$ cat src/rtl/hp_pkg.sv
// Package: shared offsets, flag bit positions and command codes of the
// processor hotplug register window. Assumes byte offsets within a 16-byte
// decode space.
package hp_pkg;
    localparam logic [3:0] OFS_SEL   = 4'd0;
    localparam logic [3:0] OFS_FLAGS = 4'd4;
    localparam logic [3:0] OFS_CMD   = 4'd5;
    localparam logic [3:0] OFS_DATA  = 4'd8;

    localparam int FLG_PRESENT = 0;
    localparam int FLG_INS     = 1;
    localparam int FLG_REM     = 2;
    localparam int FLG_EJECT   = 3;

    typedef enum logic [7:0] {
        CMD_FIND   = 8'd0,
        CMD_OST_EV = 8'd1,
        CMD_OST_ST = 8'd2
    } hp_cmd_e;

    localparam logic [7:0] CMD_LIMIT = 8'd3;
endpackage

$ cat src/rtl/hp_slot_bank.sv
// Module: per-slot state of the hotplug controller (present bit, insert and
// remove events, event and status words). Hardware set requests win over
// firmware clears that hit the same slot in the same cycle. Assumes the
// firmware strobes are one-hot or zero.
module hp_slot_bank #(
    parameter int SLOTS  = 8,
    parameter int DATA_W = 32,
    localparam int IDX_W = (SLOTS > 1) ? $clog2(SLOTS) : 1
) (
    input  logic                           clk,
    input  logic                           rst_n,
    input  logic                           plug_valid,
    input  logic                           plug_hot,
    input  logic [IDX_W-1:0]               plug_slot,
    input  logic                           rmreq_valid,
    input  logic [IDX_W-1:0]               rmreq_slot,
    input  logic                           rmdone_valid,
    input  logic [IDX_W-1:0]               rmdone_slot,
    input  logic [SLOTS-1:0]               fw_clr_ins,
    input  logic [SLOTS-1:0]               fw_clr_rem,
    input  logic [SLOTS-1:0]               fw_ev_we,
    input  logic [SLOTS-1:0]               fw_st_we,
    input  logic [DATA_W-1:0]              fw_wdata,
    output logic [SLOTS-1:0]               present_o,
    output logic [SLOTS-1:0]               ins_o,
    output logic [SLOTS-1:0]               rem_o,
    output logic [SLOTS-1:0][DATA_W-1:0]   ost_ev_o,
    output logic [SLOTS-1:0][DATA_W-1:0]   ost_st_o
);
    for (genvar g = 0; g < SLOTS; g++) begin : g_slot
        logic              present_q, ins_q, rem_q;
        logic [DATA_W-1:0] ev_q, st_q;
        logic              hit_plug, hit_rmreq, hit_rmdone;

        assign hit_plug   = plug_valid   && (int'(plug_slot)   == g);
        assign hit_rmreq  = rmreq_valid  && (int'(rmreq_slot)  == g);
        assign hit_rmdone = rmdone_valid && (int'(rmdone_slot) == g);

        // Slot flags: hardware sets take priority over clears.
        always_ff @(posedge clk) begin
            if (!rst_n) begin
                present_q <= 1'b0;
                ins_q     <= 1'b0;
                rem_q     <= 1'b0;
            end else begin
                if (hit_plug)        present_q <= 1'b1;
                else if (hit_rmdone) present_q <= 1'b0;
                if (hit_plug && plug_hot) ins_q <= 1'b1;
                else if (fw_clr_ins[g])   ins_q <= 1'b0;
                if (hit_rmreq)          rem_q <= 1'b1;
                else if (fw_clr_rem[g]) rem_q <= 1'b0;
            end
        end

        // Firmware-reported event and status words.
        always_ff @(posedge clk) begin
            if (!rst_n) begin
                ev_q <= '0;
                st_q <= '0;
            end else begin
                if (fw_ev_we[g]) ev_q <= fw_wdata;
                if (fw_st_we[g]) st_q <= fw_wdata;
            end
        end

        assign present_o[g] = present_q;
        assign ins_o[g]     = ins_q;
        assign rem_o[g]     = rem_q;
        assign ost_ev_o[g]  = ev_q;
        assign ost_st_o[g]  = st_q;
    end

    AST_HOT_PLUG_SETS_INS: assert property (@(posedge clk) disable iff (!rst_n)
        (plug_valid && plug_hot && (int'(plug_slot) < SLOTS))
        |=> ins_o[$past(plug_slot)]);

    AST_SET_BEATS_CLEAR: assert property (@(posedge clk) disable iff (!rst_n)
        (rmreq_valid && (int'(rmreq_slot) < SLOTS))
        |=> rem_o[$past(rmreq_slot)]);
endmodule

$ cat src/rtl/hp_event_finder.sv
// Module: round-robin search for the next slot with an event pending.
// Checks slots start, start+1, ... wrapping after SLOTS-1; the lowest
// distance from start wins. Assumes start < SLOTS.
module hp_event_finder #(
    parameter int SLOTS  = 8,
    localparam int IDX_W = (SLOTS > 1) ? $clog2(SLOTS) : 1
) (
    input  logic [SLOTS-1:0] pending,
    input  logic [IDX_W-1:0] start,
    output logic             found,
    output logic [IDX_W-1:0] found_idx
);
    logic [IDX_W:0] cand;

    // Rotated priority scan: walk distances high to low so the nearest wins.
    always_comb begin
        found     = 1'b0;
        found_idx = start;
        cand      = '0;
        for (int k = SLOTS - 1; k >= 0; k--) begin
            cand = {1'b0, start} + (IDX_W + 1)'(k);
            if (int'(cand) >= SLOTS) cand = cand - (IDX_W + 1)'(SLOTS);
            if (pending[cand[IDX_W-1:0]]) begin
                found     = 1'b1;
                found_idx = cand[IDX_W-1:0];
            end
        end
    end
endmodule

$ cat src/rtl/proc_hotplug_ctrl.sv
// Module: processor hotplug register window. Decodes selector, flags,
// command and data accesses, runs the event search, and drives the
// interrupt, eject strobe and status notification. Assumes one full-width
// access per cycle at a decoded byte offset; byte merging is external.
module proc_hotplug_ctrl #(
    parameter int SLOTS  = 8,
    parameter int DATA_W = 32,
    localparam int IDX_W = (SLOTS > 1) ? $clog2(SLOTS) : 1
) (
    input  logic              clk,
    input  logic              rst_n,
    input  logic [3:0]        bus_addr,
    input  logic              bus_wr,
    input  logic [DATA_W-1:0] bus_wdata,
    output logic [DATA_W-1:0] bus_rdata,
    input  logic              plug_valid,
    input  logic              plug_hot,
    input  logic [IDX_W-1:0]  plug_slot,
    input  logic              rmreq_valid,
    input  logic [IDX_W-1:0]  rmreq_slot,
    input  logic              rmdone_valid,
    input  logic [IDX_W-1:0]  rmdone_slot,
    output logic              event_irq,
    output logic              eject_pulse,
    output logic [IDX_W-1:0]  eject_slot,
    output logic              ost_valid,
    output logic [IDX_W-1:0]  ost_slot,
    output logic [DATA_W-1:0] ost_event,
    output logic [DATA_W-1:0] ost_status
);
    import hp_pkg::*;

    logic [DATA_W-1:0]             sel_q;
    hp_cmd_e                       cmd_q;
    logic                          sel_ok;
    logic [IDX_W-1:0]              sel_idx;
    logic [SLOTS-1:0]              sel_onehot;
    logic                          wr_sel, wr_flg, wr_cmd, wr_dat;
    logic [7:0]                    cmd_byte;
    logic                          cmd_legal;
    logic [SLOTS-1:0]              clr_ins, clr_rem, ev_we, st_we;
    logic                          eject_req;
    logic [SLOTS-1:0]              present_v, ins_v, rem_v;
    logic [SLOTS-1:0][DATA_W-1:0]  ev_v, st_v;
    logic                          scan_hit;
    logic [IDX_W-1:0]              scan_idx;

    assign sel_ok     = (sel_q < DATA_W'(SLOTS));
    assign sel_idx    = sel_q[IDX_W-1:0];
    assign sel_onehot = SLOTS'(1) << sel_idx;
    assign cmd_byte   = bus_wdata[7:0];
    assign cmd_legal  = (cmd_byte < CMD_LIMIT);

    // Write decode: anything but the selector needs a valid selector.
    always_comb begin
        wr_sel = bus_wr && (bus_addr == OFS_SEL);
        wr_flg = bus_wr && sel_ok && (bus_addr == OFS_FLAGS);
        wr_cmd = bus_wr && sel_ok && (bus_addr == OFS_CMD);
        wr_dat = bus_wr && sel_ok && (bus_addr == OFS_DATA);
    end

    // Flags write priority: insert clear, then remove clear, then eject.
    always_comb begin
        clr_ins   = '0;
        clr_rem   = '0;
        eject_req = 1'b0;
        if (wr_flg) begin
            if (bus_wdata[FLG_INS])      clr_ins = sel_onehot;
            else if (bus_wdata[FLG_REM]) clr_rem = sel_onehot;
            else if (bus_wdata[FLG_EJECT]) eject_req = present_v[sel_idx];
        end
    end

    // Data write steering by current command.
    always_comb begin
        ev_we = (wr_dat && cmd_q == CMD_OST_EV) ? sel_onehot : '0;
        st_we = (wr_dat && cmd_q == CMD_OST_ST) ? sel_onehot : '0;
    end

    hp_slot_bank #(.SLOTS(SLOTS), .DATA_W(DATA_W)) u_bank (
        .clk          (clk),
        .rst_n        (rst_n),
        .plug_valid   (plug_valid),
        .plug_hot     (plug_hot),
        .plug_slot    (plug_slot),
        .rmreq_valid  (rmreq_valid),
        .rmreq_slot   (rmreq_slot),
        .rmdone_valid (rmdone_valid),
        .rmdone_slot  (rmdone_slot),
        .fw_clr_ins   (clr_ins),
        .fw_clr_rem   (clr_rem),
        .fw_ev_we     (ev_we),
        .fw_st_we     (st_we),
        .fw_wdata     (bus_wdata),
        .present_o    (present_v),
        .ins_o        (ins_v),
        .rem_o        (rem_v),
        .ost_ev_o     (ev_v),
        .ost_st_o     (st_v)
    );

    hp_event_finder #(.SLOTS(SLOTS)) u_find (
        .pending   (ins_v | rem_v),
        .start     (sel_idx),
        .found     (scan_hit),
        .found_idx (scan_idx)
    );

    // Selector and command registers, including the search result load.
    always_ff @(posedge clk) begin
        if (!rst_n) begin
            sel_q <= '0;
            cmd_q <= CMD_FIND;
        end else if (wr_sel) begin
            sel_q <= bus_wdata;
        end else if (wr_cmd && cmd_legal) begin
            cmd_q <= hp_cmd_e'(cmd_byte);
            if (cmd_byte == CMD_FIND && scan_hit)
                sel_q <= DATA_W'(scan_idx);
        end
    end

    // One-cycle eject strobe and status notification.
    always_ff @(posedge clk) begin
        if (!rst_n) begin
            eject_pulse <= 1'b0;
            eject_slot  <= '0;
            ost_valid   <= 1'b0;
            ost_slot    <= '0;
            ost_event   <= '0;
            ost_status  <= '0;
        end else begin
            eject_pulse <= eject_req;
            if (eject_req) eject_slot <= sel_idx;
            ost_valid <= |st_we;
            if (|st_we) begin
                ost_slot   <= sel_idx;
                ost_event  <= ev_v[sel_idx];
                ost_status <= bus_wdata;
            end
        end
    end

    // Read mux: zero for an out-of-range selector or undecoded offset.
    always_comb begin
        bus_rdata = '0;
        if (sel_ok) begin
            case (bus_addr)
                OFS_FLAGS: begin
                    bus_rdata[FLG_PRESENT] = present_v[sel_idx];
                    bus_rdata[FLG_INS]     = ins_v[sel_idx];
                    bus_rdata[FLG_REM]     = rem_v[sel_idx];
                end
                OFS_DATA: bus_rdata = (cmd_q == CMD_FIND) ? sel_q : '0;
                default:  bus_rdata = '0;
            endcase
        end
    end

    assign event_irq = |(ins_v | rem_v);

    AST_EJECT_NEEDS_PRESENT: assert property (@(posedge clk) disable iff (!rst_n)
        eject_pulse |-> $past(present_v[sel_idx]));

    AST_BAD_CMD_IGNORED: assert property (@(posedge clk) disable iff (!rst_n)
        (bus_wr && bus_addr == OFS_CMD && bus_wdata[7:0] >= CMD_LIMIT)
        |=> $stable(cmd_q));

    AST_SEARCH_LANDS_ON_EVENT: assert property (@(posedge clk) disable iff (!rst_n)
        (wr_cmd && cmd_byte == CMD_FIND && |(ins_v | rem_v))
        |=> (ins_v[sel_idx] || rem_v[sel_idx]));

    AST_OOR_READS_ZERO: assert property (@(posedge clk) disable iff (!rst_n)
        !sel_ok |-> (bus_rdata == '0));

    AST_OST_FOLLOWS_WRITE: assert property (@(posedge clk) disable iff (!rst_n)
        ost_valid |-> $past(wr_dat && cmd_q == CMD_OST_ST));
endmodule

$ cat config.mk
export PLATFORM = sky130hd
export DESIGN_NAME = proc_hotplug_ctrl
export DESIGN_NICKNAME = d
export VERILOG_FILES = /design/src/rtl/hp_pkg.sv /design/src/rtl/hp_slot_bank.sv /design/src/rtl/hp_event_finder.sv /design/src/rtl/proc_hotplug_ctrl.sv
export SDC_FILE = /design/constraint.sdc
export NUM_CORES = 1
export LEC_CHECK = 0
export ABC_AREA = 1
export BUFFER_PORTS_ARGS = -buffer_cell sky130_fd_sc_hd__buf_4
export CAP_MARGIN = 20
export CORE_MARGIN = 10
export CORE_UTILIZATION = 53
export CTS_BUF_LIST = sky130_fd_sc_hd__clkbuf_16
export CTS_CLUSTER_SIZE = 30
export DETAILED_ROUTE_END_ITERATION = 8
export PLACE_DENSITY_LB_ADDON = 0.05
export SETUP_SLACK_MARGIN = 0.15
export SKIP_CTS_REPAIR_TIMING = 1
export SLEW_MARGIN = 20
export SYNTH_ARGS = -nofsm -noshare
export SYNTH_HDL_FRONTEND = slang
export SYNTH_SLANG_ARGS = --single-unit
$ cat constraint.sdc
create_clock -name clk -period 2.6 [get_ports clk]
set_input_delay 0.52 -clock clk [delete_from_list [all_inputs] [get_ports clk]]
set_output_delay 0.52 -clock clk [all_outputs]
set_load 0.01 [all_outputs]
==> flow_metrics.py, run 1 <==
metrics = {
    "status": {
        "status": "finished, final reports clean",
    },
    "grt": {
        "grt_max_degree": 162,
        "overflow": 0,
        "grt_pass1_vias": 14350,
        "use_met2_pct": 39.82,
        "grt_pass1_wl_um": 79860,
        "grtUsageMet1_pct": 34.09,
        "grt_usage_pct": 25.05,
        "grt_use_met3_pct": 4.854,
        "grt_antenna_before_repair": 0,
        "busiest_layer": "met2",
    },
    "critical_path": {
        "crit_type": "reg2out",
        "path_max_fanout": 32,
        "critPathLaunch": "sel_q[0]",
        "reg2reg_from": "sel_q[0]",
        "cp.required_ps": 2080,
        "startpoint_type": "register",
        "arrival_ps": 2020,
        "r2r_setup_slack_ps": 220,
        "end_kind": "output port",
    },
    "die": {
        "std_cell_rows": 64,
        "core-area_um2": 30670,
        "initial_core_util_pct": 53.90,
        "die_height_um": 196.6,
        "die_area_um2": 38660,
        "io_pins": 157,
        "dieWidth_um": 196.6,
    },
    "clock_network": {
        "insertion_delay_ps": 550,
        "cts_buffers": 41,
        "cts.sinks": 392,
        "root_buffer": "clkbuf_16",
        "cts_tree": "done",
        "cts_max_level": 2,
        "clk_path_buf_depth": 3,
        "clk_pin_slew_ps": 60,
    },
    "drt": {
        "ant_nets": 0,
        "finalWirelength_um": 52320,
        "routed_via_density": 5.895,
        "first_iter_violations": 1531,
        "drt_first_pass_iters": 6,
        "wl_per_cell_um": 19.81,
        "drc": 0,
        "dr_total_vias": 15570,
    },
    "timing": {
        "setup_slack_ps": 55.14,
        "slew_headroom_pct": 50.80,
        "fmax_mhz": 393.0,
        "fin_skew_ps": 14.91,
        "post-route-period-util_pct": 97.88,
        "min_period_ps": 2545,
        "hold_viol": 0,
        "drv_slew": 0,
        "rsz0062_at_grt": "yes",
        "final-setup-viol-count": 0,
        "worstMarginPinSlew_ps": 728.8,
    },
    "power_and_ir_drop": {
        "peakVddDrop_uv": 473.5,
        "leakage_nw": 8.217,
        "power_density_nw_per_um2": 640.4,
        "p_total_w": 0.01253,
    },
    "synthesis": {
        "synth_area_leaders": "dfxtp_1 47%, a21oi_1 12%, o21ai_0 7.5%",
        "yosysUniqueCellTypes": 38,
        "ys.flop_type": "dfxtp_1",
        "ys_seq_area_share_pct": 47.47,
        "synth.avg_cell_area_um2": 7.762,
        "yosysTopAreaCell": "dfxtp_1",
        "synth_area_um2": 16530,
        "synth_seq_cells": 392,
        "syn_inst": 2130,
        "yosys_warnings": 0,
        "synth_edf_count": 0,
        "yosysTopAreaCellShare_pct": 47.47,
        "synthArstFlopShare_pct": 0,
    },
    "final_layout": {
        "instances_no_fill": 2641,
        "nNetsFinal": 2278,
        "final_cell_mix": "389 x dfxtp_1, 387 x a21oi_1, 237 x o21ai_0",
        "final_util_pct": 63.79,
        "layout-drive-gt1-share_pct": 14.30,
        "fill_cells": 2723,
        "antennaDiodeCount": 0,
        "area_delta_synth_final_pct": 18.35,
        "layout_commonest_cell": "dfxtp_1",
    },
    "min_path": {
        "min_path_type": "in2reg",
        "hold_path_startpoint": "bus_wdata[12]",
    },
    "placement": {
        "port_buffers": 127,
        "placedCellCount": 2545,
        "dp_slack_ps": -37.67,
        "dpl.hpwl_um": 32330,
        "gp_congestion": 0.9030,
    },
    "flow_run": {
        "cap_violations": 0,
    },
}
per-layer routing:
metal  share of wire [%]  wire length [um]
met5                   0                 0
met4                 2.2              1148
met3                 7.5              3938
met2                  46             23810
met1                  45             23430
cell families (layout without fill, tap and decap cells):
group	count (synthesis)	after routing	synth area share, %
other cells	1	29	0.02268
fa+ha+maj	7	7	0.5298
simple gates	481	481	12.75
xor+xnor	1	1	0.05299
compound gates	958	958	30.39
flops	392	392	47.47
buf+inv	290	377	8.787
power breakdown:
part	internal (W)	switching, W
sequential	0.00602	0.0000150
clock	0.00327	0.00245
combinational	0.000244	0.000536
sequential cells by signal, indices dropped and copies added, names as in the netlist, 8 cells and up:
| signal | count |
|---|---|
| ost_status | 32 |
| ost_event | 32 |
| u_bank.g_slot.present_q | 8 |
| u_bank.g_slot.ev_q | 256 |
| u_bank.g_slot.ins_q | 8 |
| cmd_q | 8 |
| sel_q | 32 |
| u_bank.g_slot.rem_q | 8 |
synthesized netlist by cell type (2+ instances only):
| library cell | count |
|---|---|
| nand3_1 | 58 |
| dfxtp_1 | 392 |
| buf_2 | 48 |
| nor3_1 | 3 |
| nor3b_1 | 2 |
| a21oi_1 | 394 |
| nand2_1 | 153 |
| o22ai_1 | 65 |
| nor2_2 | 3 |
| nor2_8 | 9 |
| ha_1 | 7 |
| buf_4 | 33 |
| clkbuf_1 | 83 |
| inv_1 | 61 |
| nor2_1 | 240 |
| inv_2 | 4 |
| o31ai_1 | 10 |
| a31oi_1 | 2 |
| o21ai_0 | 248 |
| nor4_1 | 2 |
| buf_6 | 24 |
| buf_1 | 7 |
| o21a_1 | 37 |
| nand4_1 | 6 |
| o211a_1 | 3 |
| clkinv_1 | 30 |
| o21ai_1 | 195 |
path summary, 6_finish.rpt:
path | end | cells past startpoint
worst min-delay path | sel_q[12] | 3
worst min register to register | cmd_q[3] | 2
worst max-delay path | bus_rdata[2] | 7
worst max register to register | ost_status[10] | 12
layout make-up:
| class | instances | area [um2] | area share (%) |
|---|---|---|---|
| inverters | 95 | 382.9 | 1.957 |
| repair buffers | 212 | 2091 | 10.69 |
| repair inverters | 1 | 6.256 | 0.03198 |
| clock inverters | 28 | 246.5 | 1.260 |
| clock buffers | 41 | 1026 | 5.244 |
| well taps | 396 | 495.5 | 2.532 |
| multi-input cells | 1476 | 7458 | 38.12 |
| flip-flops and latches | 392 | 7859 | 40.17 |
through the flow:
| stage | setup TNS (ps) | hold slack (ps) | cell area (um2) |
|---|---|---|---|
| 2_1_floorplan | 0 | 429.9 | 16640 |
| 4_1_cts | -1315 | 239.0 | 19060 |
| 5_1_grt | -18.66 | 237.4 | 19570 |
| 3_3_place_gp | -49.61 | 440.0 | 17790 |
| 6_report | 0 | 251.2 | 19570 |
| 3_5_place_dp | -45.79 | 446.0 | 17790 |
worst max-delay path, stage by stage, from the launching register on:
cell and delay [ps]:
dfxtp_4 370, buf_6 140, buf_12 160, o21ai_2 160, a21oi_2 50, o31ai_1 320, a21oi_1 120, buf_4 150
(Power assumes the default switching activity.)
==> run 2: changes to the inputs <==
clock period = 2.25 ns   (was 2.6 ns; I/O delays follow)
==> run 2 against run 1 <==
Against the previous run:
- the run now ends with negative setup slack left
- sequential power is 16% higher
- clock power is 13% higher
- wire length is 22% higher
- largest cell class is now multi-input combinational cells
==> flow_metrics.py, run 2 (synthesized netlist as in run 1, its figures left out) <==
metrics = {
    "critical_path": {
        "cp.required_ps": 1800,
        "path_max_fanout": 16,
        "startpoint_type": "register",
        "crit_type": "reg2out",
        "reg2reg_from": "sel_q[2]",
        "end_kind": "output port",
        "r2r_setup_slack_ps": -80,
        "r2r_cells": 13,
        "arrival_ps": 2040,
        "reg2reg_to": "ost_event[24]",
    },
    "final_layout": {
        "instances_no_fill": 2750,
        "antennaDiodeCount": 0,
        "area_delta_synth_final_pct": 36.50,
        "layout_commonest_cell": "dfxtp_1",
        "fin_area_um2": 22570,
        "top_register": "u_bank.g_slot.ev_q",
        "layout-drive-gt1-share_pct": 28.04,
        "largest_reg_flops": 256,
        "final_cell_mix": "386 x dfxtp_1, 303 x a21oi_1, 226 x nor2_1",
        "fill_cells": 2296,
        "nNetsFinal": 2384,
    },
    "timing": {
        "rsz0062_at_grt": "yes",
        "fin_skew_ps": 23.42,
        "slew_headroom_pct": 56.99,
        "worstMarginPinSlew_ps": 645.1,
        "drv_slew": 0,
        "final-setup-viol-count": 28,
        "min_period_ps": 2486,
        "hold_viol": 0,
        "setup_tns_ps": -1457,
        "setup_slack_ps": -236.4,
        "fmax_mhz": 402.2,
        "post-route-period-util_pct": 110.5,
    },
    "drt": {
        "drt_first_pass_iters": 5,
        "finalWirelength_um": 63900,
        "ant_nets": 0,
        "drc": 0,
        "wl_per_cell_um": 23.24,
        "routed_via_density": 6.223,
        "dr_total_vias": 17110,
        "first_iter_violations": 2160,
    },
    "die": {
        "die_height_um": 196.6,
        "core-area_um2": 30670,
        "std_cell_rows": 64,
        "initial_core_util_pct": 53.90,
        "io_pins": 157,
        "die_area_um2": 38660,
        "dieWidth_um": 196.6,
    },
    "clock_network": {
        "insertion_delay_ps": 550,
        "cts.sinks": 392,
        "cts_tree": "done",
        "root_buffer": "clkbuf_16",
        "cts_max_level": 2,
        "cts_buffers": 41,
        "clk_pin_slew_ps": 60,
        "clk_path_buf_depth": 3,
    },
    "placement": {
        "dpl.hpwl_um": 32500,
        "dp_slack_ps": 32.14,
        "dpl-instance-area_um2": 17980,
        "gp_congestion": 0.9744,
        "port_buffers": 127,
        "placedCellCount": 2554,
    },
    "power_and_ir_drop": {
        "leakage_nw": 9.173,
        "power_density_nw_per_um2": 641.7,
        "peakVddDrop_uv": 609.3,
    },
    "min_path": {
        "worstHoldEndpoint": "sel_q[17]",
        "hold_path_startpoint": "bus_wdata[17]",
        "min_path_type": "in2reg",
        "hold-path-cell-count": 3,
    },
    "grt": {
        "grt_usage_pct": 25.08,
        "grt_max_degree": 119,
        "grt_pass1_wl_um": 80090,
        "grt_pass1_vias": 14330,
        "overflow": 0,
        "grt_antenna_before_repair": 0,
    },
    "status": {
        "violations": "negative setup slack",
        "status": "finished with violations",
    },
    "flow_run": {
        "cap_violations": 0,
    },
}
-- run 2: changes by cell type in the layout (fill, tap and decap cells not counted), moves of 6 or more --
cell       previous run  this run
o21ai_1             203       143
a21oi_2               7        82
o21ai_2               3       110
buf_6                 5        28
a21oi_1             387       303
buf_8                 0         8
a21oi_4               0         9
buf_12               30        59
clkbuf_16            46        85
buf_4               170       178
o21ai_0             237       182
inv_2                 3         9
o21ai_4               0         8
-- run 2: stage by stage --
stage | power (W) | hold slack [ps] | utilization (%)
detailed placement | 0.007997 | 447.7 | 58.63
global placement | 0.007996 | 440.4 | 58.63
CTS | 0.01429 | 182.4 | 62.66
floorplan | 0.007686 | 429.9 | -
global route | 0.01485 | 193.7 | 73.58
finish | 0.01448 | 191.5 | 73.58
-- run 2: cell type report --
class | count | area [um2] | area share, %
inverter | 95 | 381.6 | 1.691
clock inverter | 31 | 210.2 | 0.9315
tap | 396 | 495.5 | 2.196
multi-input combinational | 1476 | 8482 | 37.59
clock buffer | 41 | 1026 | 4.546
sequential | 392 | 7863 | 34.84
timing repair buffer | 319 | 4109 | 18.21
-- run 2: layer usage --
| layer | share of wire [%] | GRT usage, % |
|---|---|---|
| met5 | 0 | 0 |
| met4 | 4.6 | 8.476 |
| met3 | 11 | 4.939 |
| met2 | 45 | 39.71 |
| met1 | 39 | 33.62 |
-- run 2: where the power goes --
part | internal [W] | leakage [nW] | switching [W]
sequential | 0.00696 | 3.16 | 0.0000203
combinational | 0.000334 | 5.36 | 0.000705
clock | 0.00356 | 0.648 | 0.00291
-- run 2: how the worst max path moves through the flow --
stage                     start  cells past startpoint  slack, ps           end
floorplan              sel_q[0]                     18        150      sel_q[0]
global placement    bus_addr[1]                      7         40  bus_rdata[0]
detailed placement  bus_addr[1]                      7         30  bus_rdata[1]
CTS                    sel_q[1]                     11       -450  bus_rdata[0]
global route           sel_q[0]                     10       -280  bus_rdata[0]
finish                 sel_q[0]                      8       -240  bus_rdata[0]
-- run 2: critical path, cell delays in order, from the launching register on --
cell     delay [ps]
dfxtp_4         440
buf_8           180
nor2_1           70
o32ai_2         260
nor2_2          100
inv_2            90
nand2_2          50
a21oi_2         170
buf_4           140
